## src/rtl/pin_event_pkg.sv

```systemverilog
package pin_event_pkg;
  localparam int PIN_COUNT = 8;
  localparam int ADDR_W = 5;

  localparam logic [ADDR_W-1:0] ADDR_KIND = 5'h00;
  localparam logic [ADDR_W-1:0] ADDR_SENSE = 5'h04;
  localparam logic [ADDR_W-1:0] ADDR_ACK = 5'h08;
  localparam logic [ADDR_W-1:0] ADDR_ENABLE = 5'h0C;
  localparam logic [ADDR_W-1:0] ADDR_STATUS = 5'h10;
  localparam logic [ADDR_W-1:0] ADDR_FILTER = 5'h18;

  typedef logic [PIN_COUNT-1:0] pinVec_t;

  // Configuration plus the one-cycle acknowledge strobe, handed to the datapath
  typedef struct packed {
    pinVec_t edgeSel;
    pinVec_t highSel;
    pinVec_t enable;
    pinVec_t filtEn;
    pinVec_t ackClr;
  } ctrlBus_t;
endpackage

```

## src/rtl/pin_event_ctrl.sv

```systemverilog
module pin_event_ctrl
  import pin_event_pkg::*;
(
  input  logic              clk,
  input  logic              rstN,
  input  logic              wrEn,
  input  logic [ADDR_W-1:0] addr,
  input  pinVec_t           wrData,
  input  pinVec_t           statusIn,
  output pinVec_t           rdData,
  output ctrlBus_t          ctrlOut
);
  pinVec_t kindReg, senseReg, enableReg, filterReg;

  always_ff @(posedge clk) begin
    if (!rstN) begin
      kindReg <= '0;
      senseReg <= '0;
      enableReg <= '0;
      filterReg <= '0;
    end else if (wrEn) begin
      case (addr)
        ADDR_KIND:   kindReg <= wrData;
        ADDR_SENSE:  senseReg <= wrData;
        ADDR_ENABLE: enableReg <= wrData;
        ADDR_FILTER: filterReg <= wrData;
        default: ;
      endcase
    end
  end

  always_comb begin
    ctrlOut.edgeSel = kindReg;
    ctrlOut.highSel = senseReg;
    ctrlOut.enable = enableReg;
    ctrlOut.filtEn = filterReg;
    ctrlOut.ackClr = (wrEn && addr == ADDR_ACK) ? wrData : '0;
  end

  always_comb begin
    case (addr)
      ADDR_KIND:   rdData = kindReg;
      ADDR_SENSE:  rdData = senseReg;
      ADDR_ENABLE: rdData = enableReg;
      ADDR_FILTER: rdData = filterReg;
      ADDR_STATUS: rdData = statusIn;
      default:     rdData = '0;
    endcase
  end

  // an enable write is visible in the register on the next cycle
  assert_enable_write_R2: assert property (@(posedge clk) disable iff (!rstN)
    (wrEn && addr == ADDR_ENABLE) |=> (ctrlOut.enable == $past(wrData)));
endmodule

```

## src/rtl/pin_event_path.sv

```systemverilog
module pin_event_path
  import pin_event_pkg::*;
#(
  parameter int DEB_COUNT = 4,
  parameter int SYNC_STAGES = 2
) (
  input  logic     clk,
  input  logic     rstN,
  input  pinVec_t  pinIn,
  input  logic     sampleTick,
  input  ctrlBus_t ctrlIn,
  output pinVec_t  statusOut
);
  localparam int CNT_W = $clog2(DEB_COUNT + 1);

  pinVec_t syncStage [SYNC_STAGES];
  pinVec_t syncOut, filtVal, curVal, prevVal, riseHit, fallHit, edgeEv, latchQ, levelHit;

  always_ff @(posedge clk) begin
    if (!rstN) begin
      for (int s = 0; s < SYNC_STAGES; s++) syncStage[s] <= '0;
    end else begin
      syncStage[0] <= pinIn;
      for (int s = 1; s < SYNC_STAGES; s++) syncStage[s] <= syncStage[s-1];
    end
  end
  assign syncOut = syncStage[SYNC_STAGES-1];

  for (genvar i = 0; i < PIN_COUNT; i++) begin : g_pin
    logic [CNT_W-1:0] stableCnt;

    always_ff @(posedge clk) begin
      if (!rstN) begin
        filtVal[i] <= 1'b0;
        stableCnt <= '0;
      end else if (!ctrlIn.filtEn[i]) begin
        filtVal[i] <= syncOut[i];
        stableCnt <= '0;
      end else if (syncOut[i] == filtVal[i]) begin
        stableCnt <= '0;
      end else if (sampleTick) begin
        if (stableCnt == CNT_W'(DEB_COUNT - 1)) begin
          filtVal[i] <= syncOut[i];
          stableCnt <= '0;
        end else begin
          stableCnt <= stableCnt + 1'b1;
        end
      end
    end

    // a filtered pin only moves on a sample strobe
    assert_filter_hold_R8: assert property (@(posedge clk) disable iff (!rstN)
      (ctrlIn.filtEn[i] && $past(ctrlIn.filtEn[i]) && !$past(sampleTick)) |-> $stable(filtVal[i]));
    // acknowledge clears the latch when no edge competes
    assert_ack_clears_R5: assert property (@(posedge clk) disable iff (!rstN)
      (ctrlIn.ackClr[i] && !edgeEv[i]) |=> !latchQ[i]);
    // an enabled edge is always latched, even against an acknowledge
    assert_edge_wins_R9: assert property (@(posedge clk) disable iff (!rstN)
      (edgeEv[i] && ctrlIn.enable[i]) |=> latchQ[i]);
    // a latch never rises for a disabled pin
    assert_no_latch_disabled_R6: assert property (@(posedge clk) disable iff (!rstN)
      $rose(latchQ[i]) |-> $past(ctrlIn.enable[i]));
  end

  assign curVal = (ctrlIn.filtEn & filtVal) | (~ctrlIn.filtEn & syncOut);

  always_ff @(posedge clk) begin
    if (!rstN) begin
      prevVal <= '0;
      latchQ <= '0;
    end else begin
      prevVal <= curVal;
      latchQ <= (latchQ & ~ctrlIn.ackClr) | (edgeEv & ctrlIn.enable);
    end
  end

  always_comb begin
    riseHit = curVal & ~prevVal;
    fallHit = ~curVal & prevVal;
    edgeEv = ctrlIn.edgeSel & ((ctrlIn.highSel & riseHit) | (~ctrlIn.highSel & fallHit));
    levelHit = ~ctrlIn.edgeSel & ~(curVal ^ ctrlIn.highSel);
    statusOut = ctrlIn.enable & ((ctrlIn.edgeSel & latchQ) | levelHit);
  end
endmodule

```

## src/rtl/pin_event_ctl.sv

```systemverilog
module pin_event_ctl
  import pin_event_pkg::*;
#(
  parameter int DEB_COUNT = 4,
  parameter int SYNC_STAGES = 2
) (
  input  logic              clk,
  input  logic              rstN,
  input  logic [7:0]        pinIn,
  input  logic              sampleTick,
  input  logic              wrEn,
  input  logic [4:0]        addr,
  input  logic [7:0]        wrData,
  output logic [7:0]        rdData,
  output logic [7:0]        statusByte,
  output logic              irqOut
);
  ctrlBus_t ctrlBus;

  pin_event_ctrl u_ctrl (
    .clk(clk), .rstN(rstN), .wrEn(wrEn), .addr(addr), .wrData(wrData),
    .statusIn(statusByte), .rdData(rdData), .ctrlOut(ctrlBus)
  );

  pin_event_path #(.DEB_COUNT(DEB_COUNT), .SYNC_STAGES(SYNC_STAGES)) u_path (
    .clk(clk), .rstN(rstN), .pinIn(pinIn), .sampleTick(sampleTick),
    .ctrlIn(ctrlBus), .statusOut(statusByte)
  );

  assign irqOut = |statusByte;
endmodule

```

## config.mk

```make
export PLATFORM = sky130hd
export DESIGN_NAME = pin_event_ctl
export DESIGN_NICKNAME = d
export VERILOG_FILES = /design/src/rtl/pin_event_pkg.sv /design/src/rtl/pin_event_ctrl.sv /design/src/rtl/pin_event_path.sv /design/src/rtl/pin_event_ctl.sv
export SDC_FILE = /design/constraint.sdc
export NUM_CORES = 1
export LEC_CHECK = 0
export BUFFER_PORTS_ARGS = -buffer_cell sky130_fd_sc_hd__buf_2
export CAP_MARGIN = 20
export CORE_ASPECT_RATIO = 0.8
export CORE_MARGIN = 3
export CORE_UTILIZATION = 55
export DETAILED_ROUTE_END_ITERATION = 7
export GPL_TIMING_DRIVEN = 1
export PLACE_DENSITY = 0.73
export RECOVER_POWER = 100
export SYNTH_ARGS = -nofsm -noshare
export SYNTH_HDL_FRONTEND = slang
export SYNTH_HIERARCHICAL = 1
export SYNTH_SLANG_ARGS = --single-unit
```

## constraint.sdc

```tcl
create_clock -name clk -period 1.7 [get_ports clk]
set_clock_uncertainty 0.1 [all_clocks]
set_input_delay 0.085 -clock clk [delete_from_list [all_inputs] [get_ports clk]]
set_output_delay 0.085 -clock clk [all_outputs]
set_load 0.01 [all_outputs]
```

==> impl_metrics.prom, run 1 <==
# TYPE chip_impl_metric gauge
chip_impl_info{name="run_status",value="finished, violations left"} 1
chip_impl_info{name="violations",value="negative setup slack"} 1
chip_impl_metric{name="floorplan.die.width",unit="um"} 107.5
chip_impl_metric{name="final_cells",unit=""} 704
chip_impl_metric{name="ys.warnings.count",unit=""} 6
chip_impl_info{name="rsz0062_at_grt",value="yes"} 1
chip_impl_metric{name="data_arrival_time_of_the_critical_path",unit="ps"} 1950
chip_impl_metric{name="setup_slack",unit="ps"} -430.9
chip_impl_metric{name="power.share.sequential",unit=""} 0.563
chip_impl_metric{name="grt_remaining_overflow",unit=""} 0
chip_impl_metric{name="finalMaxSlewViolations",unit=""} 0
chip_impl_metric{name="final_period_minus_worst_setup_slack",unit="ps"} 2131
chip_impl_metric{name="synth_largest_type_area_fraction",unit=""} 0.4236
chip_impl_metric{name="clock_sinks",unit=""} 96
chip_impl_info{name="ys_top_cells_by_area",value="sky130_fd_sc_hd__dfxtp_1 (42%), sky130_fd_sc_hd__mux2i_1 (12%), sky130_fd_sc_hd__nor2b_1 (5.0%), sky130_fd_sc_hd__nand2_1 (4.1%), sky130_fd_sc_hd__and2_1 (3.6%)"} 1
chip_impl_metric{name="final_core_util",unit=""} 0.7416
chip_impl_metric{name="synthArstFlopShare",unit=""} 0
chip_impl_info{name="yosys.cell_count.top_type",value="sky130_fd_sc_hd__dfxtp_1"} 1
chip_impl_metric{name="vdd_ir_drop_max",unit="mV"} 0.5873
chip_impl_metric{name="htreeDepth",unit=""} 3
chip_impl_metric{name="drt.antenna.violating_nets",unit=""} 0
chip_impl_metric{name="number_of_enable_flip_flop_cells_after_synthesis",unit=""} 0
chip_impl_metric{name="relSlewSlack",unit=""} 0.4885
chip_impl_info{name="netlist_top_cells_count",value="sky130_fd_sc_hd__dfxtp_1 (96), sky130_fd_sc_hd__mux2i_1 (56), sky130_fd_sc_hd__nand2_1 (50)"} 1
chip_impl_info{name="critical_path.startpoint",value="u_ctrl/filterReg[4]"} 1
chip_impl_metric{name="clkLatencyLatePin",unit="ps"} 360
chip_impl_metric{name="routed_wire_length_per_instance",unit="um"} 15.90
chip_impl_metric{name="detailroute.via_count",unit=""} 3884
chip_impl_metric{name="cts_inserted_buffers",unit=""} 9
chip_impl_metric{name="drt_wl_total",unit="um"} 11200
chip_impl_metric{name="clkSlewWorstSetupHoldPaths",unit="ps"} 90
chip_impl_metric{name="postSynthNetCount",unit=""} 528
chip_impl_metric{name="p_int",unit="mW"} 3.158
chip_impl_metric{name="synth.lib_cells_used.distinct",unit=""} 39
chip_impl_metric{name="fmax",unit="MHz"} 469.3
chip_impl_metric{name="finalWeightedCongestion",unit=""} 0.8861
chip_impl_metric{name="timing_worst_slew_pin_value",unit="ps"} 765.1
chip_impl_info{name="start_kind",value="flip-flop"} 1
chip_impl_metric{name="average_size_of_a_mapped_cell",unit="um2"} 9.165
chip_impl_metric{name="static-leakage-power",unit="nW"} 2.539
chip_impl_info{name="yosys.area.top_type",value="sky130_fd_sc_hd__dfxtp_1"} 1
chip_impl_metric{name="synth.cell_area",unit="mm2"} 0.004537
chip_impl_metric{name="number_of_antenna_cells_inserted",unit=""} 0
chip_impl_metric{name="first_iter_violations",unit=""} 202
chip_impl_metric{name="fp.dieArea",unit="mm2"} 0.009382
chip_impl_info{name="synth_flop_cell",value="sky130_fd_sc_hd__dfxtp_1"} 1
chip_impl_metric{name="p_per_area",unit="mW/mm2"} 716.5
chip_impl_metric{name="cts_max_path_buffers",unit=""} 2
chip_impl_metric{name="switchingPower",unit="uW"} 937.0
chip_impl_metric{name="grt_pass1_wl",unit="um"} 17920
chip_impl_metric{name="detailed_place.area",unit="mm2"} 0.005146
chip_impl_metric{name="power_frac_clock",unit=""} 0.355
chip_impl_metric{name="post_route_cells_drive_above_1_share",unit=""} 0.2387
chip_impl_info{name="timing.rr.start",value="u_ctrl/filterReg[7]"} 1
chip_impl_metric{name="first_pass_iters",unit=""} 5
chip_impl_metric{name="p_comb_frac",unit=""} 0.082
chip_impl_metric{name="placed_cells",unit=""} 660
chip_impl_info{name="clk_root_buffer_cell",value="sky130_fd_sc_hd__clkbuf_8"} 1
chip_impl_metric{name="place.port_buffers",unit=""} 41
chip_impl_metric{name="drt-vias-per-instance",unit=""} 5.517
chip_impl_info{name="tritoncts",value="done"} 1
chip_impl_metric{name="report.power.total",unit="mW"} 4.095
chip_impl_metric{name="setup_viol_count_final",unit=""} 22
chip_impl_metric{name="rows",unit=""} 28
chip_impl_metric{name="synth_cells",unit=""} 495
chip_impl_metric{name="initial_standard_cell_utilization_of_the_core",unit=""} 0.5886
chip_impl_metric{name="antenna_violations_before_repair",unit=""} 0
chip_impl_metric{name="grt_use_total",unit=""} 0.2425
chip_impl_info{name="worst-setup-path-type",value="flip-flop to output pin"} 1
chip_impl_metric{name="pin_count_of_the_biggest_net_entering_global_routing",unit=""} 37
chip_impl_metric{name="post-route-drc-count",unit=""} 0
chip_impl_metric{name="first_global_vias",unit=""} 3820
chip_impl_metric{name="layout_worst_path_cycle_share",unit=""} 1.253
chip_impl_info{name="endpoint_kind",value="output pin"} 1
chip_impl_metric{name="fraction_of_the_yosys_area_taken_by_sequential_cells",unit=""} 0.4236
chip_impl_metric{name="die_height",unit="um"} 87.24
chip_impl_metric{name="hpwl",unit="um"} 7523
chip_impl_metric{name="path_max_fanout",unit=""} 3
chip_impl_metric{name="number_of_endpoints_with_negative_hold_slack_in_the_final_report",unit=""} 0
chip_impl_metric{name="io-pin-count",unit=""} 42
chip_impl_metric{name="final.hold.worst_slack",unit="ps"} 39.10
chip_impl_metric{name="max_cap_violations",unit=""} 0
chip_impl_metric{name="coreArea",unit="mm2"} 0.007707
chip_impl_metric{name="ys_seq_elements",unit=""} 96
chip_impl_metric{name="cp.required",unit="ps"} 1510
chip_impl_metric{name="final.setup.tns",unit="ps"} -4751
chip_impl_metric{name="sw_frac_of_total",unit=""} 0.2288
chip_impl_metric{name="dpl_worst_slack",unit="ps"} -135.8
chip_impl_info{name="min-delay-start",value="rstN"} 1
chip_impl_info{name="timing.hold.worst.class",value="primary input to flip-flop"} 1
chip_impl_metric{name="layout-area-overhead-vs-synth",unit="%"} 25.98
chip_impl_metric{name="finalInstanceArea",unit="mm2"} 0.005715
chip_impl_metric{name="finish.net_count",unit=""} 628
logic make-up after synthesis:
logic type      synth area share
fa+ha+maj                0.02206
mux                       0.1236
xor+xnor                 0.03089
compound gates            0.1037
buf+inv                  0.03172
flops                     0.4236
simple gates              0.2645
layout by cell type (no fill, tap or decap), types with 19 or more instances in the layout:
master	count
sky130_fd_sc_hd__dfxtp_1	88
sky130_fd_sc_hd__nand2_1	49
sky130_fd_sc_hd__mux2i_1	48
sky130_fd_sc_hd__buf_4	42
sky130_fd_sc_hd__nor2b_1	36
sky130_fd_sc_hd__nand3_1	34
sky130_fd_sc_hd__buf_2	32
sky130_fd_sc_hd__and2_1	19
area by class of cell:
type	count	area, um2
clock buffers	12	145.1
clock inverters	3	42.54
fillers	588	1992
inverters	11	41.29
multi-input cells	366	2585
flip-flops and latches	96	1934
well taps	105	131.4
repair buffers	111	835.8
worst paths after layout:
path	to	slack, ps	cells past startpoint
worst max-delay path	rdData[4]	-430	7
worst min-delay path	u_ctrl/filterReg[2]	40	3
worst max register to register	u_path/latchQ[7]	70	5
worst min register to register	u_path/syncStage[0][9]	340	1
flip-flops by register name, summed over array words and instances (netlist names):
name	cells
u_path/latchQ	8
u_path/g_pin.stableCnt	24
u_ctrl/filterReg	8
u_ctrl/enableReg	8
u_path/filtVal	8
u_ctrl/senseReg	8
u_ctrl/kindReg	8
u_path/prevVal	8
u_path/syncStage	16
routing by layer:
| metal | vias to the layer above | track usage | routed length, um |
|---|---|---|---|
| met2 | 100 | 0.4159 | 5600 |
| met4 | 0 | 0.07569 | 146 |
| met3 | 14 | 0.07339 | 544 |
| met5 | - | 0 | 0 |
| met1 | 1864 | 0.2940 | 4904 |
| li1 | 1906 | - | - |
timing repair:
action                                 CTS  global route
setup buffers                            9             4
resized for setup                       26            12
pin swaps                               24             9
setup endpoints to repair               17            17
hold buffers                            17             0
endpoints found under the hold margin   43             0
worst max-delay path, cell delays in order, from the launching register on:
cell and delay [ps]:
sky130_fd_sc_hd__dfxtp_2 370, sky130_fd_sc_hd__mux2i_4 260, sky130_fd_sc_hd__xnor2_2 140, sky130_fd_sc_hd__a21oi_2 110, sky130_fd_sc_hd__mux2i_1 190, sky130_fd_sc_hd__o22ai_1 110, sky130_fd_sc_hd__a221o_1 270, sky130_fd_sc_hd__buf_2 140
power groups by stage:
stage	Sequential [mW]	Combinational, mW	Clock (mW)
after CTS	2.31	0.329	1.50
after global routing	2.31	0.362	1.59
after detailed placement	2.36	0.285	0
after global placement	2.36	0.276	0
final	2.31	0.335	1.45
after floorplan	2.35	0.174	0
No activity file was read; power rests on OpenSTA's default activity.
==> run 2, diff against run 1 <==
CORE_UTILIZATION = 59   (was 55)
PLACE_DENSITY = 0.77   (was 0.73)
REMOVE_ABC_BUFFERS = 1   (was not set)
SLEW_MARGIN = 15   (was not set)
==> impl_metrics.prom, run 2 (synthesis results as in run 1) <==
# TYPE chip_impl_metric gauge
chip_impl_metric{name="clkLatencyLatePin",unit="ps"} 370
chip_impl_metric{name="final_period_minus_worst_setup_slack",unit="ps"} 2169
chip_impl_info{name="most_frequent_cells_in_the_layout",value="sky130_fd_sc_hd__dfxtp_1 (92), sky130_fd_sc_hd__mux2i_1 (53), sky130_fd_sc_hd__nand2_1 (49)"} 1
chip_impl_metric{name="grt_use_total",unit=""} 0.2466
chip_impl_metric{name="static-leakage-power",unit="nW"} 2.483
chip_impl_metric{name="p_per_area",unit="mW/mm2"} 756.1
chip_impl_metric{name="grt_pass1_wl",unit="um"} 17600
chip_impl_info{name="worst_r2r_endpoint",value="u_path/latchQ[7]"} 1
chip_impl_metric{name="post-route-drc-count",unit=""} 0
chip_impl_metric{name="layout.filler_cells",unit=""} 516
chip_impl_metric{name="first_global_vias",unit=""} 3717
chip_impl_metric{name="first_iter_violations",unit=""} 213
chip_impl_metric{name="drt.antenna.violating_nets",unit=""} 0
chip_impl_info{name="clk_root_buffer_cell",value="sky130_fd_sc_hd__clkbuf_8"} 1
chip_impl_metric{name="vdd_ir_drop_max",unit="mV"} 0.7232
chip_impl_info{name="endpoint_kind",value="output pin"} 1
chip_impl_metric{name="max_cap_violations",unit=""} 0
chip_impl_metric{name="path_max_fanout",unit=""} 3
chip_impl_metric{name="finalWeightedCongestion",unit=""} 0.8593
chip_impl_metric{name="rows",unit=""} 27
chip_impl_metric{name="routed_wire_length_per_instance",unit="um"} 15.26
chip_impl_metric{name="cts_inserted_buffers",unit=""} 9
chip_impl_metric{name="fp.dieArea",unit="mm2"} 0.008784
chip_impl_info{name="run_status",value="finished, violations left"} 1
chip_impl_metric{name="report.power.total",unit="mW"} 4.254
chip_impl_metric{name="final_cells",unit=""} 698
chip_impl_metric{name="cp.required",unit="ps"} 1510
chip_impl_metric{name="clkSlewWorstSetupHoldPaths",unit="ps"} 90
chip_impl_metric{name="coreArea",unit="mm2"} 0.007162
chip_impl_metric{name="finish.net_count",unit=""} 624
chip_impl_info{name="layout_top_registers",value="u_path/g_pin.stableCnt (24), u_path/syncStage (16)"} 1
chip_impl_info{name="rsz0062_at_grt",value="yes"} 1
chip_impl_info{name="tritoncts",value="done"} 1
chip_impl_metric{name="initial_standard_cell_utilization_of_the_core",unit=""} 0.6335
chip_impl_metric{name="setup_viol_count_final",unit=""} 16
chip_impl_metric{name="io-pin-count",unit=""} 42
chip_impl_metric{name="data_arrival_time_of_the_critical_path",unit="ps"} 1980
chip_impl_info{name="worst-setup-path-type",value="flip-flop to output pin"} 1
chip_impl_metric{name="total_area_of_multi_input_combinational_cells",unit="mm2"} 0.002519
chip_impl_metric{name="final.hold.worst_slack",unit="ps"} 4.644
chip_impl_metric{name="largest_register_ff_count",unit=""} 24
chip_impl_metric{name="layout-area-overhead-vs-synth",unit="%"} 24.02
chip_impl_metric{name="detailroute.via_count",unit=""} 3909
chip_impl_metric{name="floorplan.die.width",unit="um"} 104.0
chip_impl_metric{name="setup_slack",unit="ps"} -469.4
chip_impl_metric{name="antenna_violations_before_repair",unit=""} 1
chip_impl_metric{name="fmax",unit="MHz"} 461.0
chip_impl_metric{name="htreeDepth",unit=""} 3
chip_impl_metric{name="hpwl",unit="um"} 7209
chip_impl_metric{name="cts_max_path_buffers",unit=""} 2
chip_impl_metric{name="timing_worst_slew_pin_value",unit="ps"} 680.8
chip_impl_metric{name="clock_sinks",unit=""} 96
chip_impl_metric{name="pin_count_of_the_biggest_net_entering_global_routing",unit=""} 57
chip_impl_metric{name="drt_wl_total",unit="um"} 10650
chip_impl_metric{name="relSlewSlack",unit=""} 0.5448
chip_impl_metric{name="post_route_cells_drive_above_1_share",unit=""} 0.2114
chip_impl_metric{name="finalMaxSlewViolations",unit=""} 0
chip_impl_info{name="violations",value="negative setup slack"} 1
chip_impl_metric{name="final-seq-area",unit="mm2"} 0.001927
chip_impl_metric{name="grt_remaining_overflow",unit=""} 0
chip_impl_metric{name="timing.reg2reg.worst_path_depth",unit=""} 4
chip_impl_info{name="setup.worst_path.end",value="rdData[4]"} 1
chip_impl_metric{name="rrSetupSlack",unit="ps"} 240
chip_impl_metric{name="layout_worst_path_cycle_share",unit=""} 1.276
chip_impl_info{name="most_flops_register",value="u_path/g_pin.stableCnt"} 1
chip_impl_info{name="start_kind",value="flip-flop"} 1
chip_impl_metric{name="drt-vias-per-instance",unit=""} 5.600
chip_impl_metric{name="first_pass_iters",unit=""} 5
chip_impl_metric{name="place.port_buffers",unit=""} 41
chip_impl_metric{name="placed_cells",unit=""} 657
chip_impl_info{name="timing.rr.start",value="u_path/syncStage[0][15]"} 1
chip_impl_info{name="timing.hold.worst.class",value="primary input to flip-flop"} 1
chip_impl_metric{name="final.setup.tns",unit="ps"} -4215
chip_impl_info{name="critical_path.startpoint",value="u_ctrl/filterReg[4]"} 1
chip_impl_metric{name="number_of_endpoints_with_negative_hold_slack_in_the_final_report",unit=""} 0
chip_impl_info{name="most_common_cell_after_layout_fill_and_taps_aside",value="sky130_fd_sc_hd__dfxtp_1"} 1
chip_impl_metric{name="die_height",unit="um"} 84.43
==> run 2: timing repair <==
action,4_1_cts,5_1_grt
resized for setup,29,8
hold endpoints to repair,39,0
pin swaps,22,4
setup endpoints to repair,17,17
hold buffers,16,0
buffers inserted,11,2
cloned,0,0
==> run 2: cell type report <==
cell class,count,share of cell area
flip-flops and latches,96,0.3425
clock buffers,9,0.02201
well taps,101,0.02246
inverters,11,0.007338
repair buffers,107,0.1405
multi-input cells,366,0.4476
clock inverters,7,0.01712
diodes,1,0.0004447
==> run 2: worst max-delay path, cell delays in order, from the launching register on <==
cell and delay [ps]:
sky130_fd_sc_hd__dfxtp_2 360, sky130_fd_sc_hd__mux2i_2 250, sky130_fd_sc_hd__xnor2_1 180, sky130_fd_sc_hd__a21oi_2 120
sky130_fd_sc_hd__mux2i_1 150, sky130_fd_sc_hd__o22ai_1 100, sky130_fd_sc_hd__a221o_1 310, sky130_fd_sc_hd__buf_2 150
==> run 2: report_power, final <==
group	total [mW]	switching [mW]	internal, mW
clock	1.63	0.800	0.827
sequential	2.30	0.0225	2.28
combinational	0.324	0.167	0.157
==> run 2: how the worst min path moves through the flow <==
stage	slack [ps]	endpoint	cells past startpoint	start
after floorplan	80	u_path/g_pin[7].stableCnt[2]	1	sampleTick
after global placement	190	u_path/syncStage[0][2]	2	pinIn[2]
after detailed placement	200	u_path/syncStage[0][0]	2	pinIn[0]
after CTS	4	u_path/syncStage[0][9]	2	rstN
after global routing	2	u_path/syncStage[0][5]	2	rstN
final	5	u_path/syncStage[0][9]	2	rstN
==> run 2: per-stage QoR <==
step           setup WS (ps)  area, um2    util
2_1_floorplan         -41.17       4434       -
3_5_place_dp          -128.0       5106  0.7130
6_report              -469.4       5627  0.7856
4_1_cts               -422.9       5650  0.7890
3_3_place_gp          -107.3       5106  0.7130
5_1_grt               -582.8       5627  0.7856
==> run 2: per-layer routing <==
metal	vias up	track usage	share of wire
met5	-	0	0
met4	0	0.05797	0.014
met3	15	0.06533	0.067
met2	124	0.4012	0.46
met1	1863	0.3306	0.46
li1	1907	-	-
==> run 3, diff against run 2 <==
CORE_MARGIN = 4   (was 3)
HOLD_SLACK_MARGIN = 0.1   (was not set)
==> impl_metrics.prom, run 3 (synthesis results as in run 1) <==
# TYPE chip_impl_metric gauge
chip_impl_metric{name="first_pass_iters",unit=""} 5
chip_impl_info{name="most_frequent_cells_in_the_layout",value="sky130_fd_sc_hd__dfxtp_1 (87), sky130_fd_sc_hd__mux2i_1 (49), sky130_fd_sc_hd__nand2_1 (49)"} 1
chip_impl_info{name="start_kind",value="flip-flop"} 1
chip_impl_metric{name="setup_slack",unit="ps"} -419.5
chip_impl_info{name="min-delay-start",value="rstN"} 1
chip_impl_metric{name="pin_count_of_the_biggest_net_entering_global_routing",unit=""} 80
chip_impl_info{name="most_flops_register",value="u_path/g_pin.stableCnt"} 1
chip_impl_metric{name="drt.antenna.violating_nets",unit=""} 0
chip_impl_metric{name="final_core_util",unit=""} 0.7832
chip_impl_metric{name="routed_wire_length_per_instance",unit="um"} 16.00
chip_impl_metric{name="report.power.total",unit="mW"} 4.459
chip_impl_metric{name="floorplan.die.width",unit="um"} 106.0
chip_impl_metric{name="finalMaxSlewViolations",unit=""} 0
chip_impl_metric{name="layout.filler_cells",unit=""} 501
chip_impl_metric{name="cts_max_path_buffers",unit=""} 2
chip_impl_metric{name="clkLatencyLatePin",unit="ps"} 350
chip_impl_metric{name="post_route_cells_drive_above_1_share",unit=""} 0.2459
chip_impl_metric{name="finish.net_count",unit=""} 634
chip_impl_info{name="endpoint_kind",value="output pin"} 1
chip_impl_metric{name="timing.reg2reg.worst_path_depth",unit=""} 8
chip_impl_metric{name="layout-area-overhead-vs-synth",unit="%"} 28.21
chip_impl_metric{name="vdd_ir_drop_max",unit="mV"} 0.5210
chip_impl_metric{name="setup_viol_count_final",unit=""} 17
chip_impl_metric{name="htreeDepth",unit=""} 3
chip_impl_metric{name="grt_remaining_overflow",unit=""} 0
chip_impl_info{name="worst_r2r_endpoint",value="u_path/latchQ[5]"} 1
chip_impl_metric{name="cp.required",unit="ps"} 1510
chip_impl_metric{name="timing_worst_slew_pin_value",unit="ps"} 757.2
chip_impl_info{name="hold_path_end",value="u_ctrl/senseReg[1]"} 1
chip_impl_metric{name="path_max_fanout",unit=""} 3
chip_impl_info{name="timing.rr.start",value="u_ctrl/filterReg[5]"} 1
chip_impl_metric{name="io-pin-count",unit=""} 42
chip_impl_metric{name="grt_pass1_wl",unit="um"} 18620
chip_impl_metric{name="static-leakage-power",unit="nW"} 2.603
chip_impl_metric{name="drt-vias-per-instance",unit=""} 5.630
chip_impl_metric{name="hpwl",unit="um"} 7234
chip_impl_metric{name="final_period_minus_worst_setup_slack",unit="ps"} 2119
chip_impl_metric{name="final-seq-area",unit="mm2"} 0.001938
chip_impl_metric{name="first_global_vias",unit=""} 4046
chip_impl_info{name="tritoncts",value="done"} 1
chip_impl_metric{name="fmax",unit="MHz"} 471.8
chip_impl_info{name="worst-setup-path-type",value="flip-flop to output pin"} 1
chip_impl_metric{name="max_cap_violations",unit=""} 0
chip_impl_metric{name="cts_inserted_buffers",unit=""} 9
chip_impl_metric{name="finalWeightedCongestion",unit=""} 0.8206
chip_impl_metric{name="detailroute.via_count",unit=""} 4003
chip_impl_info{name="clk_root_buffer_cell",value="sky130_fd_sc_hd__clkbuf_8"} 1
chip_impl_metric{name="data_arrival_time_of_the_critical_path",unit="ps"} 1930
chip_impl_metric{name="drt_wl_total",unit="um"} 11380
chip_impl_metric{name="total_area_of_multi_input_combinational_cells",unit="mm2"} 0.002575
chip_impl_metric{name="grt_use_total",unit=""} 0.2533
chip_impl_metric{name="first_iter_violations",unit=""} 233
chip_impl_metric{name="fp.dieArea",unit="mm2"} 0.009165
chip_impl_metric{name="p_per_area",unit="mW/mm2"} 766.6
chip_impl_metric{name="place.port_buffers",unit=""} 41
chip_impl_metric{name="coreArea",unit="mm2"} 0.007427
chip_impl_metric{name="rows",unit=""} 28
chip_impl_metric{name="number_of_antenna_cells_inserted",unit=""} 0
chip_impl_metric{name="min_delay_path_depth",unit=""} 4
chip_impl_info{name="violations",value="negative setup slack"} 1
chip_impl_metric{name="clock_sinks",unit=""} 96
chip_impl_metric{name="die_height",unit="um"} 86.43
chip_impl_info{name="rsz0062_at_grt",value="yes"} 1
chip_impl_info{name="most_common_cell_after_layout_fill_and_taps_aside",value="sky130_fd_sc_hd__dfxtp_1"} 1
chip_impl_metric{name="rrSetupSlack",unit="ps"} 100
chip_impl_metric{name="layout_worst_path_cycle_share",unit=""} 1.247
chip_impl_metric{name="number_of_endpoints_with_negative_hold_slack_in_the_final_report",unit=""} 0
chip_impl_metric{name="relSlewSlack",unit=""} 0.4938
chip_impl_info{name="timing.hold.worst.class",value="primary input to flip-flop"} 1
chip_impl_metric{name="initial_standard_cell_utilization_of_the_core",unit=""} 0.6108
chip_impl_metric{name="antenna_violations_before_repair",unit=""} 0
chip_impl_info{name="layout_top_registers",value="u_path/g_pin.stableCnt (24), u_path/syncStage (16)"} 1
chip_impl_metric{name="largest_register_ff_count",unit=""} 24
chip_impl_metric{name="clkSlewWorstSetupHoldPaths",unit="ps"} 90
chip_impl_metric{name="post-route-drc-count",unit=""} 0
chip_impl_info{name="run_status",value="finished, violations left"} 1
-- run 3: per-stage QoR --
step | setup TNS, ps | hold WS [ps] | instance area (um2) | instances | setup slack, ps
global placement | -289.3 | 193.6 | 5161 | 666 | -174.6
finish | -4015 | 135.0 | 5817 | 711 | -419.5
global route | -6019 | 167.7 | 5817 | 711 | -547.1
CTS | -3575 | 136.8 | 5782 | 709 | -433.7
floorplan | -201.6 | 76.18 | 4434 | 473 | -41.17
detailed placement | -409.0 | 196.3 | 5161 | 666 | -215.1
-- run 3: timing repair --
item                                   in CTS  in global routing
setup endpoints to repair                  17                 17
buffers inserted                           12                 10
pin swaps                                  23                 12
gates resized for setup                    35                 17
endpoints found under the hold margin      51                  0
hold buffers                               17                  0
-- run 3: area by class of cell --
type	instances	share of cell area
Clock buffer	11	0.02603
Clock inverter	5	0.01764
Inverter	11	0.007098
Multi-Input combinational cell	366	0.4427
Sequential cell	96	0.3332
Tap cell	105	0.02259
Timing Repair Buffer	117	0.1508
-- run 3: layer usage --
layer,wire length (um),GRT usage,vias up,part of all wire
li1,-,-,1934,-
met1,4813,0.3144,1907,0.42
met2,5645,0.4456,144,0.50
met3,712,0.06329,18,0.063
met4,206,0.06353,0,0.018
met5,0,0,-,0
-- run 3: worst max-delay path, cell delays in order (launching register included) --
cell and delay [ps]:
sky130_fd_sc_hd__dfxtp_4 380, sky130_fd_sc_hd__mux2i_4 280, sky130_fd_sc_hd__xnor2_2 150, sky130_fd_sc_hd__a21oi_2 110, sky130_fd_sc_hd__mux2i_1 150, sky130_fd_sc_hd__o22ai_1 100
sky130_fd_sc_hd__a221o_1 280, sky130_fd_sc_hd__buf_2 150
-- run 3: worst max path at each step --
stage	from	end	slack, ps
final	u_ctrl/filterReg[5]	rdData[5]	-420
after global routing	u_ctrl/filterReg[4]	rdData[4]	-550
after CTS	u_ctrl/filterReg[4]	irqOut	-430
after detailed placement	u_ctrl/filterReg[1]	irqOut	-220
after global placement	u_ctrl/filterReg[1]	irqOut	-170
after floorplan	u_ctrl/filterReg[6]	rdData[6]	-40
-- run 3: power breakdown --
group	internal, mW	switching [mW]
registers	2.28	0.0253
clock network	1.05	0.751
logic	0.177	0.174
